**config.mk**
```make
export PLATFORM = sky130hd
export DESIGN_NAME = flash_cmd_decoder
export DESIGN_NICKNAME = d
export VERILOG_FILES = /design/src/rtl/fcd_pkg.sv /design/src/rtl/fcd_cmd_fsm.sv /design/src/rtl/fcd_status_reg.sv /design/src/rtl/fcd_read_port.sv /design/src/rtl/flash_cmd_decoder.sv
export SDC_FILE = /design/constraint.sdc
export NUM_CORES = 1
export LEC_CHECK = 0
export BUFFER_PORTS_ARGS = -buffer_cell sky130_fd_sc_hd__buf_4
export CAP_MARGIN = 20
export CORE_ASPECT_RATIO = 1.2
export CORE_MARGIN = 5
export CORE_UTILIZATION = 41
export DETAILED_ROUTE_END_ITERATION = 8
export PLACE_DENSITY = 0.75
export SLEW_MARGIN = 30
export SYNTH_ARGS = -nofsm -noshare
export SYNTH_HDL_FRONTEND = slang
export SYNTH_SLANG_ARGS = --single-unit
```
**constraint.sdc**
```tcl
create_clock -name clk -period 1.75 [get_ports clk]
set_input_delay 0.2625 -clock clk [delete_from_list [all_inputs] [get_ports clk]]
set_output_delay 0.2625 -clock clk [all_outputs]
set_load 0.01 [all_outputs]
```
**src/rtl/fcd_pkg.sv**
```systemverilog
package fcd_pkg;
  typedef enum logic [1:0] {MODE_ARRAY, MODE_STATUS, MODE_IDENT, MODE_QUERY} rmode_e;
  typedef enum logic [1:0] {SEQ_IDLE, SEQ_PROG, SEQ_ERASE} seq_e;

  localparam logic [7:0] CMD_ARRAY   = 8'hFF;
  localparam logic [7:0] CMD_STATUS  = 8'h70;
  localparam logic [7:0] CMD_IDENT   = 8'h90;
  localparam logic [7:0] CMD_QUERY   = 8'h98;
  localparam logic [7:0] CMD_CLEAR   = 8'h50;
  localparam logic [7:0] CMD_PROG    = 8'h40;
  localparam logic [7:0] CMD_ERASE   = 8'h20;
  localparam logic [7:0] CMD_CONFIRM = 8'hD0;

  localparam int SR_READY = 7;
  localparam logic [7:0] SR_ERR_MASK = 8'b0011_1010;
  localparam logic [7:0] SR_SEQ_ERR  = 8'b0011_0000;

  function automatic logic [7:0] query_byte(input logic [5:0] off);
    case (off)
      6'h10:   query_byte = 8'h51;
      6'h11:   query_byte = 8'h52;
      6'h12:   query_byte = 8'h59;
      6'h13:   query_byte = 8'h01;
      6'h27:   query_byte = 8'h17;
      default: query_byte = 8'h00;
    endcase
  endfunction
endpackage

```
**src/rtl/fcd_cmd_fsm.sv**
```systemverilog
module fcd_cmd_fsm
  import fcd_pkg::*;
#(
  parameter int ADDR_W = 12,
  parameter int DATA_W = 16
) (
  input  logic              clk,
  input  logic              rst,
  input  logic              wr_en,
  input  logic [ADDR_W-1:0] wr_addr,
  input  logic [DATA_W-1:0] wr_data,
  output rmode_e            mode_q,
  output seq_e              seq_q,
  output logic              clr_req,
  output logic              seq_err,
  output logic              start_prog,
  output logic              start_erase,
  output logic [ADDR_W-1:0] op_addr,
  output logic [DATA_W-1:0] op_data
);
  logic [7:0] code;
  rmode_e     mode_d;
  seq_e       seq_d;
  logic       go_prog, go_erase;

  assign code = wr_data[7:0];

  always_comb begin
    mode_d   = mode_q;
    seq_d    = seq_q;
    clr_req  = 1'b0;
    seq_err  = 1'b0;
    go_prog  = 1'b0;
    go_erase = 1'b0;
    if (wr_en) begin
      case (seq_q)
        SEQ_PROG: begin
          go_prog = 1'b1;
          mode_d  = MODE_STATUS;
          seq_d   = SEQ_IDLE;
        end
        SEQ_ERASE: begin
          if (code == CMD_CONFIRM) go_erase = 1'b1;
          else                     seq_err  = 1'b1;
          mode_d = MODE_STATUS;
          seq_d  = SEQ_IDLE;
        end
        default: begin
          case (code)
            CMD_ARRAY:  mode_d = MODE_ARRAY;
            CMD_STATUS: mode_d = MODE_STATUS;
            CMD_IDENT:  mode_d = MODE_IDENT;
            CMD_QUERY:  mode_d = MODE_QUERY;
            CMD_CLEAR:  clr_req = 1'b1;
            CMD_PROG: begin
              mode_d = MODE_STATUS;
              seq_d  = SEQ_PROG;
            end
            CMD_ERASE: begin
              mode_d = MODE_STATUS;
              seq_d  = SEQ_ERASE;
            end
            default:    mode_d = MODE_STATUS;
          endcase
        end
      endcase
    end
  end

  always_ff @(posedge clk) begin
    if (rst) begin
      mode_q      <= MODE_ARRAY;
      seq_q       <= SEQ_IDLE;
      start_prog  <= 1'b0;
      start_erase <= 1'b0;
      op_addr     <= '0;
      op_data     <= '0;
    end else begin
      mode_q      <= mode_d;
      seq_q       <= seq_d;
      start_prog  <= go_prog;
      start_erase <= go_erase;
      if (go_prog || go_erase) op_addr <= wr_addr;
      if (go_prog)             op_data <= wr_data;
    end
  end
endmodule

```
**src/rtl/fcd_status_reg.sv**
```systemverilog
module fcd_status_reg
  import fcd_pkg::*;
#(
  parameter int SR_W = 8
) (
  input  logic            clk,
  input  logic            rst,
  input  logic            busy,
  input  logic [SR_W-1:0] err_set,
  input  logic            seq_err,
  input  logic            clr_req,
  output logic [SR_W-1:0] status
);
  logic [SR_W-1:0] err_q, err_d;

  always_comb begin
    err_d = clr_req ? '0 : err_q;
    err_d = err_d | (err_set & SR_ERR_MASK);
    if (seq_err) err_d = err_d | SR_SEQ_ERR;
  end

  always_ff @(posedge clk) begin
    if (rst) err_q <= '0;
    else     err_q <= err_d;
  end

  always_comb begin
    status           = err_q;
    status[SR_READY] = ~busy;
  end
endmodule

```
**src/rtl/fcd_read_port.sv**
```systemverilog
module fcd_read_port
  import fcd_pkg::*;
#(
  parameter int              ADDR_W   = 12,
  parameter int              DATA_W   = 16,
  parameter int              SR_W     = 8,
  parameter logic [DATA_W-1:0] MFR_ID   = 16'h0089,
  parameter logic [DATA_W-1:0] DEV_ID   = 16'h8817,
  parameter logic [DATA_W-1:0] CFG_WORD = 16'hBFCF
) (
  input  logic              clk,
  input  logic              rst,
  input  rmode_e            mode,
  input  logic              rd_en,
  input  logic [ADDR_W-1:0] rd_addr,
  input  logic [DATA_W-1:0] arr_data,
  input  logic [SR_W-1:0]   status,
  output logic [DATA_W-1:0] rd_data,
  output logic              rd_valid
);
  localparam int ID_OFF_W = 4;
  localparam int Q_OFF_W  = 6;

  logic [DATA_W-1:0] id_word, sel;

  always_comb begin
    case (rd_addr[ID_OFF_W-1:0])
      4'd0:    id_word = MFR_ID;
      4'd1:    id_word = DEV_ID;
      4'd5:    id_word = CFG_WORD;
      default: id_word = '0;
    endcase
  end

  always_comb begin
    sel = '0;
    case (mode)
      MODE_ARRAY:  sel = arr_data;
      MODE_STATUS: sel[SR_W-1:0] = status;
      MODE_IDENT:  sel = id_word;
      default:     sel[7:0] = query_byte(rd_addr[Q_OFF_W-1:0]);
    endcase
  end

  always_ff @(posedge clk) begin
    if (rst) begin
      rd_valid <= 1'b0;
      rd_data  <= '0;
    end else begin
      rd_valid <= rd_en;
      if (rd_en) rd_data <= sel;
    end
  end
endmodule

```
**src/rtl/flash_cmd_decoder.sv**
```systemverilog
module flash_cmd_decoder
  import fcd_pkg::*;
#(
  parameter int              ADDR_W   = 12,
  parameter int              DATA_W   = 16,
  parameter int              SR_W     = 8,
  parameter logic [DATA_W-1:0] MFR_ID   = 16'h0089,
  parameter logic [DATA_W-1:0] DEV_ID   = 16'h8817,
  parameter logic [DATA_W-1:0] CFG_WORD = 16'hBFCF
) (
  input  logic              clk,
  input  logic              rst,
  input  logic              wr_en,
  input  logic [ADDR_W-1:0] wr_addr,
  input  logic [DATA_W-1:0] wr_data,
  input  logic              rd_en,
  input  logic [ADDR_W-1:0] rd_addr,
  input  logic [DATA_W-1:0] arr_data,
  input  logic              wsm_busy,
  input  logic [SR_W-1:0]   wsm_err_set,
  output logic [DATA_W-1:0] rd_data,
  output logic              rd_valid,
  output logic              start_prog,
  output logic              start_erase,
  output logic [ADDR_W-1:0] op_addr,
  output logic [DATA_W-1:0] op_data
);
  rmode_e          mode_q;
  seq_e            seq_q;
  logic            clr_req, seq_err;
  logic [SR_W-1:0] status;

  fcd_cmd_fsm #(.ADDR_W(ADDR_W), .DATA_W(DATA_W)) u_fsm (
    .clk, .rst, .wr_en, .wr_addr, .wr_data,
    .mode_q, .seq_q, .clr_req, .seq_err,
    .start_prog, .start_erase, .op_addr, .op_data
  );

  fcd_status_reg #(.SR_W(SR_W)) u_sr (
    .clk, .rst, .busy(wsm_busy), .err_set(wsm_err_set),
    .seq_err, .clr_req, .status
  );

  fcd_read_port #(
    .ADDR_W(ADDR_W), .DATA_W(DATA_W), .SR_W(SR_W),
    .MFR_ID(MFR_ID), .DEV_ID(DEV_ID), .CFG_WORD(CFG_WORD)
  ) u_rd (
    .clk, .rst, .mode(mode_q), .rd_en, .rd_addr, .arr_data,
    .status, .rd_data, .rd_valid
  );
endmodule

```
==> impl_metrics.xml <==
<?xml version="1.0" encoding="UTF-8"?>
<metrics>
  <group name="outcome">
    <metric name="run_status" unit="">finished, final reports clean</metric>
  </group>
  <group name="clock_tree">
    <metric name="cts-root-buf" unit="">sky130_fd_sc_hd__clkbuf_8</metric>
    <metric name="post_cts_hold_buffer_count" unit="">0</metric>
    <metric name="tritoncts" unit="">built</metric>
    <metric name="htree_num_levels" unit="">2</metric>
    <metric name="clkSinkCount" unit="">55</metric>
    <metric name="cts-buffers-inserted" unit="">5</metric>
    <metric name="clk-insertion-delay-late" unit="ns">0.31</metric>
    <metric name="post_cts_resize_count" unit="">0</metric>
    <metric name="buffer_levels_on_the_longest_clock_path" unit="">2</metric>
    <metric name="clkSlewWorstSetupHoldPaths" unit="ns">0.10</metric>
    <metric name="cts_post_setup_buffers_inserted" unit="">0</metric>
  </group>
  <group name="synthesis">
    <metric name="synth_top_cell_area_share" unit="%">46.6</metric>
    <metric name="yosys_register_bits" unit="">55</metric>
    <metric name="post_synth_most_frequent_cells" unit="">sky130_fd_sc_hd__dfxtp_1, sky130_fd_sc_hd__nand2_1, sky130_fd_sc_hd__nor2_1, sky130_fd_sc_hd__a21oi_1, sky130_fd_sc_hd__mux2i_1</metric>
    <metric name="net_count_synth" unit="">349</metric>
    <metric name="synth.most_common_cell" unit="">sky130_fd_sc_hd__dfxtp_1</metric>
    <metric name="ys_dominant_reg_cell" unit="">sky130_fd_sc_hd__dfxtp_1</metric>
    <metric name="netlist_instances" unit="">278</metric>
    <metric name="synthDistinctLibCells" unit="">42</metric>
    <metric name="synth_largest_area_cell" unit="">sky130_fd_sc_hd__dfxtp_1</metric>
    <metric name="syn_area" unit="sq um">2360</metric>
    <metric name="ys_warn_count" unit="">0</metric>
    <metric name="post_synth_main_area_contributors" unit="">sky130_fd_sc_hd__dfxtp_1, sky130_fd_sc_hd__nand2_1, sky130_fd_sc_hd__mux2i_1, sky130_fd_sc_hd__nor2_1, sky130_fd_sc_hd__a21oi_1</metric>
    <metric name="synth_async_sr_flop_share" unit="%">0</metric>
    <metric name="number_of_synthesized_flops_with_an_enable_pin" unit="">0</metric>
    <metric name="synth_sequential_area_ratio" unit="%">46.6</metric>
    <metric name="synth.avg_cell_area" unit="sq um">8.49</metric>
  </group>
  <group name="timing">
    <metric name="report.final.setup_viol" unit="">0</metric>
    <metric name="report.final.hold_viol_count" unit="">0</metric>
    <metric name="fin_crit_sh" unit="%">93.6</metric>
    <metric name="min_period" unit="ns">1.64</metric>
    <metric name="worst_slew_margin_rel" unit="%">73.4</metric>
    <metric name="max_freq" unit="MHz">610</metric>
    <metric name="setup_repair_after_global_routing_missed_its_margin" unit="">no</metric>
    <metric name="worst-slew-pin-transition" unit="ns">0.395</metric>
    <metric name="fin_skew" unit="ns">0.0103</metric>
    <metric name="report.final.slew_viol_count" unit="">0</metric>
  </group>
  <group name="pwr">
    <metric name="power_per_cell_area" unit="nW/um^2">742</metric>
    <metric name="finalPower" unit="mW">2.49</metric>
    <metric name="p_leak" unit="nW">1.45</metric>
    <metric name="power.ir.vdd_worst" unit="mV">0.540</metric>
  </group>
  <group name="floorplanning">
    <metric name="ios" unit="">116</metric>
    <metric name="design.die.area" unit="sq um">7380</metric>
    <metric name="die_width" unit="um">79.3</metric>
    <metric name="core-area" unit="sq um">5630</metric>
    <metric name="starting_density_of_the_core" unit="%">41.9</metric>
    <metric name="placementRows" unit="">30</metric>
    <metric name="die_height" unit="um">93.1</metric>
  </group>
  <group name="grt">
    <metric name="grt-ovfl-total" unit="">0</metric>
    <metric name="groute.usage.overall" unit="%">17.1</metric>
    <metric name="first_global_vias" unit="">2367</metric>
    <metric name="pin_count_of_the_biggest_net_entering_global_routing" unit="">31</metric>
    <metric name="initial_antenna_violation_count" unit="">0</metric>
    <metric name="global_route_wire_length_before_repair" unit="mm">10.3</metric>
  </group>
  <group name="setup_path">
    <metric name="critical_path_peak_fanout" unit="">4</metric>
    <metric name="crit_path_end_kind" unit="">register</metric>
    <metric name="timing.reg2reg.setup_slack" unit="ns">0.11</metric>
    <metric name="worst-endpoint-required" unit="ns">1.95</metric>
    <metric name="timing.reg2reg.worst_path_depth" unit="">6</metric>
    <metric name="crit_path_kind" unit="">reg -&gt; reg</metric>
    <metric name="critPathLaunch" unit="">u_fsm.seq_q[0]</metric>
    <metric name="critPathArrivalTime" unit="ns">1.83</metric>
    <metric name="critical_path.startpoint_type" unit="">register</metric>
    <metric name="critical_path.reg2reg.startpoint" unit="">u_fsm.seq_q[0]</metric>
    <metric name="rr_endpoint" unit="">u_fsm.mode_q[1]</metric>
  </group>
  <group name="placement">
    <metric name="port-buffer-count" unit="">105</metric>
    <metric name="gp_congestion" unit="">0.868</metric>
    <metric name="dpl.hpwl" unit="mm">4.79</metric>
    <metric name="dpl-instance-area" unit="sq um">3250</metric>
  </group>
  <group name="routing">
    <metric name="routed_via_density" unit="">5.24</metric>
    <metric name="drt_pre_antenna_iters" unit="">4</metric>
    <metric name="route.detailed.wl_per_inst" unit="um">14.0</metric>
    <metric name="post_route_drc" unit="">0</metric>
    <metric name="dr_total_vias" unit="">2352</metric>
    <metric name="first_iter_violations" unit="">61</metric>
    <metric name="ant_nets" unit="">0</metric>
    <metric name="postRouteWirelength" unit="mm">6.28</metric>
  </group>
  <group name="cells_and_area">
    <metric name="design_area" unit="sq um">3360</metric>
    <metric name="n_antenna_cell" unit="">0</metric>
    <metric name="final_nets" unit="">455</metric>
    <metric name="post_route_cells_drive_above_1_share" unit="%">33.2</metric>
    <metric name="layout-area-overhead-vs-synth" unit="%">42.2</metric>
    <metric name="final.fill_count" unit="">522</metric>
    <metric name="layout.core_utilization" unit="%">59.6</metric>
  </group>
  <group name="run">
    <metric name="max-cap-violations" unit="">0</metric>
  </group>
  <group name="hold_path">
    <metric name="min_path_cells" unit="">2</metric>
    <metric name="hold_startpoint" unit="">wsm_err_set[3]</metric>
    <metric name="timing.hold.worst.class" unit="">in -&gt; reg</metric>
    <metric name="min_to" unit="">u_sr.err_q[3]</metric>
  </group>
</metrics>
per-layer routing:
layer  GRT usage (%)  wire (um)  vias to the layer above
met5               0          0                        -
li1                -          -                     1172
met3            5.59        544                        6
met1            20.1       2610                     1083
met2            29.9       3070                       91
met4            3.87         55                        0
cells by family (layout without fill, tap and decap cells):
group,Yosys count,count (layout),synth area share [%]
AOI/OAI and AO/OA,58,58,16.7
xor gates and xnor gates,1,1,0.371
adders and majority gates,2,2,1.06
buffers and inverters,26,133,4.93
DFF,55,55,46.6
muxes,16,16,6.78
and+or+nand+nor,120,120,23.5
report_power, final:
part	switching (mW)	internal, mW
Clock	0.416	0.433
Combinational	0.150	0.182
Sequential	0.0195	1.29
Total	0.585	1.90
worst max-delay path, stage by stage, from the launching register on:
cell and delay [ns]:
sky130_fd_sc_hd__dfxtp_1 0.40, sky130_fd_sc_hd__inv_1 0.07, sky130_fd_sc_hd__ha_1 0.35, sky130_fd_sc_hd__nand4b_1 0.15, sky130_fd_sc_hd__o31ai_2 0.30, sky130_fd_sc_hd__mux2i_1 0.22
sky130_fd_sc_hd__nor2_1 0.05
stage by stage:
stage / cells / setup TNS [ns] / hold slack (ns) / setup WS [ns]
4_1_cts: 449 / 0 / 0.148 / 0.0996
3_5_place_dp: 441 / -0.511 / 0.447 / -0.0503
3_3_place_gp: 441 / -0.423 / 0.443 / -0.0425
6_report: 449 / 0 / 0.167 / 0.111
2_1_floorplan: 278 / 0 / 0.395 / 0.00406
5_1_grt: 449 / 0 / 0.155 / 0.0258
layout by cell type (no fill, tap or decap), drive strengths merged, types with 2 or more instances in the layout:
cell type / Yosys / final
a211oi: 8 / 8
nand2: 50 / 50
clkbuf: 15 / 6
nand4: 2 / 2
a311oi: 4 / 4
nand4b: 2 / 2
nor3: 7 / 7
a21oi: 24 / 24
dfxtp: 55 / 55
nor2b: 4 / 4
inv: 8 / 9
ha: 2 / 2
buf: 3 / 117
nor4: 4 / 4
nand2b: 6 / 6
a22o: 2 / 2
o31ai: 2 / 2
o2bb2ai: 2 / 2
o21ai: 7 / 7
or4b: 2 / 2
and4b: 2 / 2
mux2i: 16 / 16
a41oi: 2 / 2
nor2: 35 / 35
area by class of cell:
type / count / area [sq um] / share of cell area [%]
multi-input cells: 197 / 1140 / 34.1
flip-flops and latches: 55 / 1100 / 32.8
repair buffers: 117 / 891 / 26.5
well taps: 64 / 80.1 / 2.39
clock buffers: 6 / 72.6 / 2.16
clock inverters: 2 / 38.8 / 1.16
inverters: 8 / 30.0 / 0.895
flip-flops by register name (all words and copies together), names as in the netlist:
| register | flops |
|---|---|
| u_sr.err_q | 4 |
| u_fsm.seq_q | 2 |
| u_fsm.op_addr | 12 |
| u_rd.rd_data | 16 |
| u_fsm.op_data | 16 |
| u_fsm.mode_q | 2 |
| u_fsm.start_erase | 1 |
| u_rd.rd_valid | 1 |
| u_fsm.start_prog | 1 |
how the worst max path moves through the flow:
stage / slack [ns] / to / depth (start not counted)
4_1_cts: 0.1 / u_fsm.mode_q[1] / 6
3_3_place_gp: -0.04 / u_fsm.op_addr[2] / 6
6_report: 0.11 / u_fsm.mode_q[1] / 6
5_1_grt: 0.03 / u_fsm.mode_q[1] / 6
2_1_floorplan: 0.004 / u_fsm.op_addr[2] / 6
3_5_place_dp: -0.05 / u_fsm.op_addr[7] / 6
(Power assumes the default switching activity.)
